<file path="src/rtl/hzd_pkg.sv">
package hzd_pkg;
  typedef enum logic [1:0] {
    OP_INT = 2'd0,
    OP_ADD = 2'd1,
    OP_MUL = 2'd2,
    OP_DIV = 2'd3
  } op_cls_e;
endpackage

</file>
<file path="src/rtl/wb_slot_ring.sv">
// Look-ahead booking of the single MEM/write-back slot; bit k = k cycles from now.
module wb_slot_ring #(
  parameter int DEPTH = 26,
  parameter int OFS_W = 5
) (
  input  logic             clk_i,
  input  logic             rst_ni,
  input  logic             book_i,
  input  logic [OFS_W-1:0] ofs_i,
  output logic             busy_o
);
  logic [DEPTH-1:0] res_q, res_d;

  always_comb begin
    res_d = res_q >> 1;
    if (book_i) res_d[ofs_i - 1'b1] = 1'b1;
  end

  always_ff @(posedge clk_i or negedge rst_ni) begin
    if (!rst_ni) res_q <= '0;
    else         res_q <= res_d;
  end

  assign busy_o = res_q[ofs_i];

  a_r3_no_double_book: assert property (@(posedge clk_i) disable iff (!rst_ni)
    book_i |-> !res_q[ofs_i]);
  a_r3_booking_kept: assert property (@(posedge clk_i) disable iff (!rst_ni)
    (book_i && ofs_i > 1) |=> res_q[$past(ofs_i) - 1'b1]);
endmodule

</file>
<file path="src/rtl/div_busy_ctr.sv">
module div_busy_ctr #(
  parameter int DIV_II = 25,
  localparam int CW    = $clog2(DIV_II + 1)
) (
  input  logic clk_i,
  input  logic rst_ni,
  input  logic start_i,
  output logic busy_o
);
  logic [CW-1:0] cnt_q;

  always_ff @(posedge clk_i or negedge rst_ni) begin
    if (!rst_ni)            cnt_q <= '0;
    else if (start_i)       cnt_q <= CW'(DIV_II - 1);
    else if (cnt_q != '0)   cnt_q <= cnt_q - 1'b1;
  end

  assign busy_o = (cnt_q != '0);

  a_r5_div_idle_on_start: assert property (@(posedge clk_i) disable iff (!rst_ni)
    start_i |-> cnt_q == '0);
  a_r5_div_countdown: assert property (@(posedge clk_i) disable iff (!rst_ni)
    (cnt_q != '0 && !start_i) |=> cnt_q == $past(cnt_q) - 1'b1);
endmodule

</file>
<file path="src/rtl/reg_pend_table.sv">
// Per-register countdown: cycles until the pending result reaches write-back.
module reg_pend_table #(
  parameter int NREG = 32,
  parameter int CW   = 5,
  localparam int AW  = $clog2(NREG)
) (
  input  logic          clk_i,
  input  logic          rst_ni,
  input  logic          set_i,
  input  logic [AW-1:0] set_reg_i,
  input  logic [CW-1:0] set_val_i,
  input  logic [AW-1:0] rs1_i,
  input  logic [AW-1:0] rs2_i,
  output logic [CW-1:0] rs1_dist_o,
  output logic [CW-1:0] rs2_dist_o,
  output logic [CW-1:0] rd_dist_o
);
  logic [CW-1:0] pend_q [NREG];

  always_ff @(posedge clk_i or negedge rst_ni) begin
    if (!rst_ni) begin
      for (int i = 0; i < NREG; i++) pend_q[i] <= '0;
    end else begin
      for (int i = 0; i < NREG; i++) begin
        if (set_i && set_reg_i == AW'(i)) pend_q[i] <= set_val_i;
        else if (pend_q[i] != '0)          pend_q[i] <= pend_q[i] - 1'b1;
      end
    end
  end

  assign rs1_dist_o = pend_q[rs1_i];
  assign rs2_dist_o = pend_q[rs2_i];
  assign rd_dist_o  = pend_q[set_reg_i];

  a_r4_write_order: assert property (@(posedge clk_i) disable iff (!rst_ni)
    set_i |-> rd_dist_o <= set_val_i);
  a_r9_set_loaded: assert property (@(posedge clk_i) disable iff (!rst_ni)
    set_i |=> pend_q[$past(set_reg_i)] == $past(set_val_i));
endmodule

</file>
<file path="src/rtl/issue_hazard_unit.sv">
module issue_hazard_unit
  import hzd_pkg::*;
#(
  parameter int NREG     = 32,
  parameter int INT_LAT  = 1,
  parameter int ADD_LAT  = 3,
  parameter int MUL_LAT  = 6,
  parameter int DIV_LAT  = 24,
  parameter int DIV_II   = 25,
  parameter int FWD_DIST = 0,
  localparam int AW      = $clog2(NREG),
  localparam int DEPTH   = DIV_LAT + 2,
  localparam int OFS_W   = $clog2(DEPTH)
) (
  input  logic             clk_i,
  input  logic             rst_ni,
  input  logic             valid_i,
  input  logic [1:0]       op_i,
  input  logic [AW-1:0]    rd_i,
  input  logic             rd_we_i,
  input  logic [AW-1:0]    rs1_i,
  input  logic             rs1_en_i,
  input  logic [AW-1:0]    rs2_i,
  input  logic             rs2_en_i,
  output logic             issue_o,
  output logic             stall_o,
  output logic [OFS_W-1:0] wb_dist_o
);
  op_cls_e          op;
  logic [OFS_W-1:0] ofs;
  logic [OFS_W-1:0] rs1_dist, rs2_dist, rd_dist;
  logic             slot_busy, div_busy;
  logic             raw_hz, waw_hz, div_hz, any_hz;
  logic             is_div;

  assign op = op_cls_e'(op_i);

  always_comb begin
    unique case (op)
      OP_INT:  ofs = OFS_W'(INT_LAT + 1);
      OP_ADD:  ofs = OFS_W'(ADD_LAT + 1);
      OP_MUL:  ofs = OFS_W'(MUL_LAT + 1);
      default: ofs = OFS_W'(DIV_LAT + 1);
    endcase
  end

  assign is_div = (op == OP_DIV);

  reg_pend_table #(.NREG(NREG), .CW(OFS_W)) u_pend (
    .clk_i      (clk_i),
    .rst_ni     (rst_ni),
    .set_i      (issue_o && rd_we_i),
    .set_reg_i  (rd_i),
    .set_val_i  (ofs - 1'b1),
    .rs1_i      (rs1_i),
    .rs2_i      (rs2_i),
    .rs1_dist_o (rs1_dist),
    .rs2_dist_o (rs2_dist),
    .rd_dist_o  (rd_dist)
  );

  wb_slot_ring #(.DEPTH(DEPTH), .OFS_W(OFS_W)) u_ring (
    .clk_i  (clk_i),
    .rst_ni (rst_ni),
    .book_i (issue_o),
    .ofs_i  (ofs),
    .busy_o (slot_busy)
  );

  div_busy_ctr #(.DIV_II(DIV_II)) u_div (
    .clk_i   (clk_i),
    .rst_ni  (rst_ni),
    .start_i (issue_o && is_div),
    .busy_o  (div_busy)
  );

  assign raw_hz = (rs1_en_i && rs1_dist > OFS_W'(FWD_DIST))
               || (rs2_en_i && rs2_dist > OFS_W'(FWD_DIST));
  assign waw_hz = rd_we_i && (rd_dist >= ofs);
  assign div_hz = is_div && div_busy;
  assign any_hz = raw_hz || waw_hz || slot_busy || div_hz;

  assign issue_o   = valid_i && !any_hz;
  assign stall_o   = valid_i && any_hz;
  assign wb_dist_o = ofs;

  a_r10_exclusive: assert property (@(posedge clk_i) disable iff (!rst_ni)
    !(issue_o && stall_o));
  a_r7_idle_quiet: assert property (@(posedge clk_i) disable iff (!rst_ni)
    !valid_i |-> (!issue_o && !stall_o));
  a_r2_src1_ready: assert property (@(posedge clk_i) disable iff (!rst_ni)
    (issue_o && rs1_en_i) |-> rs1_dist <= OFS_W'(FWD_DIST));
  a_r2_src2_ready: assert property (@(posedge clk_i) disable iff (!rst_ni)
    (issue_o && rs2_en_i) |-> rs2_dist <= OFS_W'(FWD_DIST));
  a_r5_div_gap: assert property (@(posedge clk_i) disable iff (!rst_ni)
    (issue_o && is_div) |=> !(issue_o && is_div));
endmodule

</file>
<file path="config.mk">
export PLATFORM = sky130hd
export DESIGN_NAME = issue_hazard_unit
export DESIGN_NICKNAME = d
export VERILOG_FILES = /design/src/rtl/hzd_pkg.sv /design/src/rtl/wb_slot_ring.sv /design/src/rtl/div_busy_ctr.sv /design/src/rtl/reg_pend_table.sv /design/src/rtl/issue_hazard_unit.sv
export SDC_FILE = /design/constraint.sdc
export NUM_CORES = 1
export LEC_CHECK = 0
export BUFFER_PORTS_ARGS = -buffer_cell sky130_fd_sc_hd__buf_4
export CORE_MARGIN = 2
export CORE_UTILIZATION = 60
export DETAILED_ROUTE_END_ITERATION = 12
export PLACE_DENSITY = 0.77
export SYNTH_ARGS = -nofsm -noshare
export SYNTH_HDL_FRONTEND = slang
export SYNTH_SLANG_ARGS = --single-unit
</file>
<file path="constraint.sdc">
create_clock -name clk_i -period 8.25 [get_ports clk_i]
set_input_delay 1.65 -clock clk_i [delete_from_list [all_inputs] [get_ports clk_i]]
set_output_delay 1.65 -clock clk_i [all_outputs]
set_load 0.005 [all_outputs]
</file>
==> results.sh <==
export IMPL_hold_buffers=0
export IMPL_fin_ws_ps=1360
export IMPL_worstHoldPathType="flip-flop to flip-flop"
export IMPL_finalCritPeriodShare=0.835
export IMPL_crit_path_max_fanout=45
export IMPL_grt_ovfl_total=0
export IMPL_synth_flop_cell="dfrtp_1"
export IMPL_async_reset_ff_frac=1.00
export IMPL_swShare=0.424
export IMPL_max_freq_mhz=145
export IMPL_peakVddDrop_uv=185
export IMPL_ant_nets=0
export IMPL_io_buffer_count=29
export IMPL_cts_resized=0
export IMPL_ys_seq_area_frac=0.331
export IMPL_first_pass_iters=6
export IMPL_start_kind="primary input"
export IMPL_wl_per_cell_um=23.3
export IMPL_routed_wirelength_um=38400
export IMPL_setup_tns_ps=0
export IMPL_final_area_um2=15400
export IMPL_syn_nets=1438
export IMPL_synth_compound_area_frac=0.133
export IMPL_p_per_area_nw_per_um2=384
export IMPL_htree_levels=4
export IMPL_cts_buffers=17
export IMPL_floorplan_die_width_um=159
export IMPL_clkPwrFrac=0.145
export IMPL_post_cts_buffers=0
export IMPL_r2r_slack_ps=3520
export IMPL_fin_skew_ps=15.2
export IMPL_pre_cts_ws_ps=1370
export IMPL_fin_crit_ps=6890
export IMPL_worstSkewPairLatency_ps=450
export IMPL_worst_setup_path_end_kind="primary output"
export IMPL_p_int_mw=3.41
export IMPL_routed_via_count=11074
export IMPL_status="completed"
export IMPL_nNetsFinal=1416
export IMPL_start_util=0.614
export IMPL_synth_edf_count=0
export IMPL_cp_required_ps=6600
export IMPL_place_area_um2=14800
export IMPL_ys_ff_latch=191
export IMPL_cts_root_buf="clkbuf_16"
export IMPL_core_area_um2=23500
export IMPL_finalSetupViolations=0
export IMPL_drive_gt1_frac=0.211
export IMPL_cts_sinks=191
export IMPL_synth_adder_area_share=0.0658
export IMPL_layout_commonest_cell="dfrtp_1"
export IMPL_p_leak_nw=7.10
export IMPL_ios=30
export IMPL_synthMuxAreaShare=0.239
export IMPL_grt_pass1_wl_um=60600
export IMPL_syn2layout_area_growth_pct=6.47
export IMPL_maxCapViolCount=0
export IMPL_path_class="primary input to primary output"
export IMPL_syn_inst=1339
export IMPL_synth_top_family_by_area="multiplexers"
export IMPL_slew_headroom=0.334
export IMPL_worst_pin_slew_ps=999
export IMPL_antenna_found_initial=1
export IMPL_p_comb_frac=0.494
export IMPL_slew_violations=0
export IMPL_syn_cell_area_um2=14500
export IMPL_p_sw_mw=2.51
export IMPL_mostFrequentLayoutCells="191 x dfrtp_1, 112 x nand2_1, 100 x nor2_1"
export IMPL_cts_tree="built"
export IMPL_rsz0062_at_grt="no"
export IMPL_power_mw=5.92
export IMPL_ctsLongestPathBuffers=2
export IMPL_cp_arrival_ps=5240
export IMPL_synth_xor_area_frac=0.0527
export IMPL_avgViaCountPerCell=6.71
export IMPL_grt_usage=0.306
export IMPL_dpl_hpwl_um=26500
export IMPL_syn_area_per_cell_um2=10.8
export IMPL_drtIter0Drc=1461
export IMPL_rows=56
export IMPL_ys_warn_count=0
export IMPL_place_congestion=0.976
export IMPL_drcViolationCount=0
export IMPL_grt_max_degree=118
export IMPL_synth_cell_type_count=60
export IMPL_hold_viol_final=0
export IMPL_die_area_um2=25300
export IMPL_grt_pass1_vias=10770
export IMPL_p_seq_frac=0.361
export IMPL_die_h_um=159
export IMPL_clk_pin_slew_worst_paths_ps=80
export IMPL_yosys_area_share_simple=0.133
[cell type report]
cell class              instances  area (um2)
clock buffers                  17         425
flip-flops and latches        191        4780
multi-input cells             993        9010
repair buffers                 38         292
clock inverters                15         190
fillers                      1801        8150
well taps                     319         399
diodes                          1        2.50
inverters                      76         285
[power groups by stage]
stage / Clock (mW) / Combinational (mW) / Sequential, mW
after floorplan: 0 / 2.49 / 1.79
final: 0.860 / 2.92 / 2.13
after CTS: 0.865 / 2.92 / 2.07
after global placement: 0 / 2.75 / 2.09
after detailed placement: 0 / 2.90 / 2.08
after global routing: 0.904 / 3.24 / 2.16
[stage by stage]
step	hold WS (ps)	cells	util
final	352	1650	0.654
after detailed placement	335	1617	0.627
after global placement	334	1617	0.627
after CTS	354	1649	0.654
after floorplan	405	1339	-
after global routing	364	1650	0.654
[kinds of logic after synthesis]
group,Yosys count
and+or+nand+nor,401
muxes,231
AOI/OAI and AO/OA,198
DFF,191
buffers and inverters,155
xor gates and xnor gates,87
adders and majority gates,76
[state kept, by name, indices dropped and copies added, names as in the netlist]
| signal | cells |
|---|---|
| u_pend.pend_q | 160 |
| u_ring.res_q | 26 |
| u_div.cnt_q | 5 |
[synthesized netlist by cell type (5+ instances only)]
cell         n  area share
nor3_1      96       0.033
a31oi_1      5      0.0022
a31o_2       5      0.0030
nand3b_1    10      0.0052
ha_1        76       0.066
mux2_4      91       0.095
mux2i_1     67       0.046
buf_4        8      0.0042
nand4_1     10      0.0043
o2111ai_4   30       0.055
a41o_1       5      0.0035
buf_2       10      0.0035
nor2_1     100       0.026
a21o_1      30       0.016
xnor2_1     86       0.052
clkbuf_1    53       0.014
mux2_2      21       0.016
mux4_2      51       0.079
nor4b_1      8      0.0048
buf_1        5      0.0013
nand2_1    112       0.029
nor3b_1     10      0.0052
dfrtp_1    191        0.33
a221oi_1     8      0.0048
inv_1       76       0.020
nor2b_1      8      0.0035
o21ai_0     37       0.013
a21oi_1     44       0.015
nand3_1     15      0.0052
nor4_1       6      0.0026
[worst paths after layout]
path | startpoint | to | cells after the start
hold / removal | u_ring.res_q[16] | u_ring.res_q[15] | 0
min in group asynchronous | rst_ni | u_pend.pend_q[63] | 1
hold reg to reg | u_ring.res_q[16] | u_ring.res_q[15] | 0
setup / recovery | rd_i[0] | issue_o | 12
max in group asynchronous | rst_ni | u_pend.pend_q[140] | 2
setup reg to reg | u_pend.pend_q[80] | u_pend.pend_q[153] | 12
[layer usage]
layer	routed length, um	global-route usage	vias to the layer above	share of wire
met5	0	0	-	0
met2	17100	0.461	656	0.45
met1	15600	0.421	5479	0.41
li1	-	-	4829	-
met4	1210	0.106	0	0.031
met3	4480	0.0948	110	0.12
[critical path: stages]
cell and delay (ps):
buf_4 570, mux4_1 630, mux4_2 480, mux2_2 290, ha_1 270, a211oi_1 230
o22ai_1 180, nor3_1 210, and4_2 250, and2_1 180, and3_1 170, buf_4 100
Note: power is estimated with default switching activity, not from simulation.
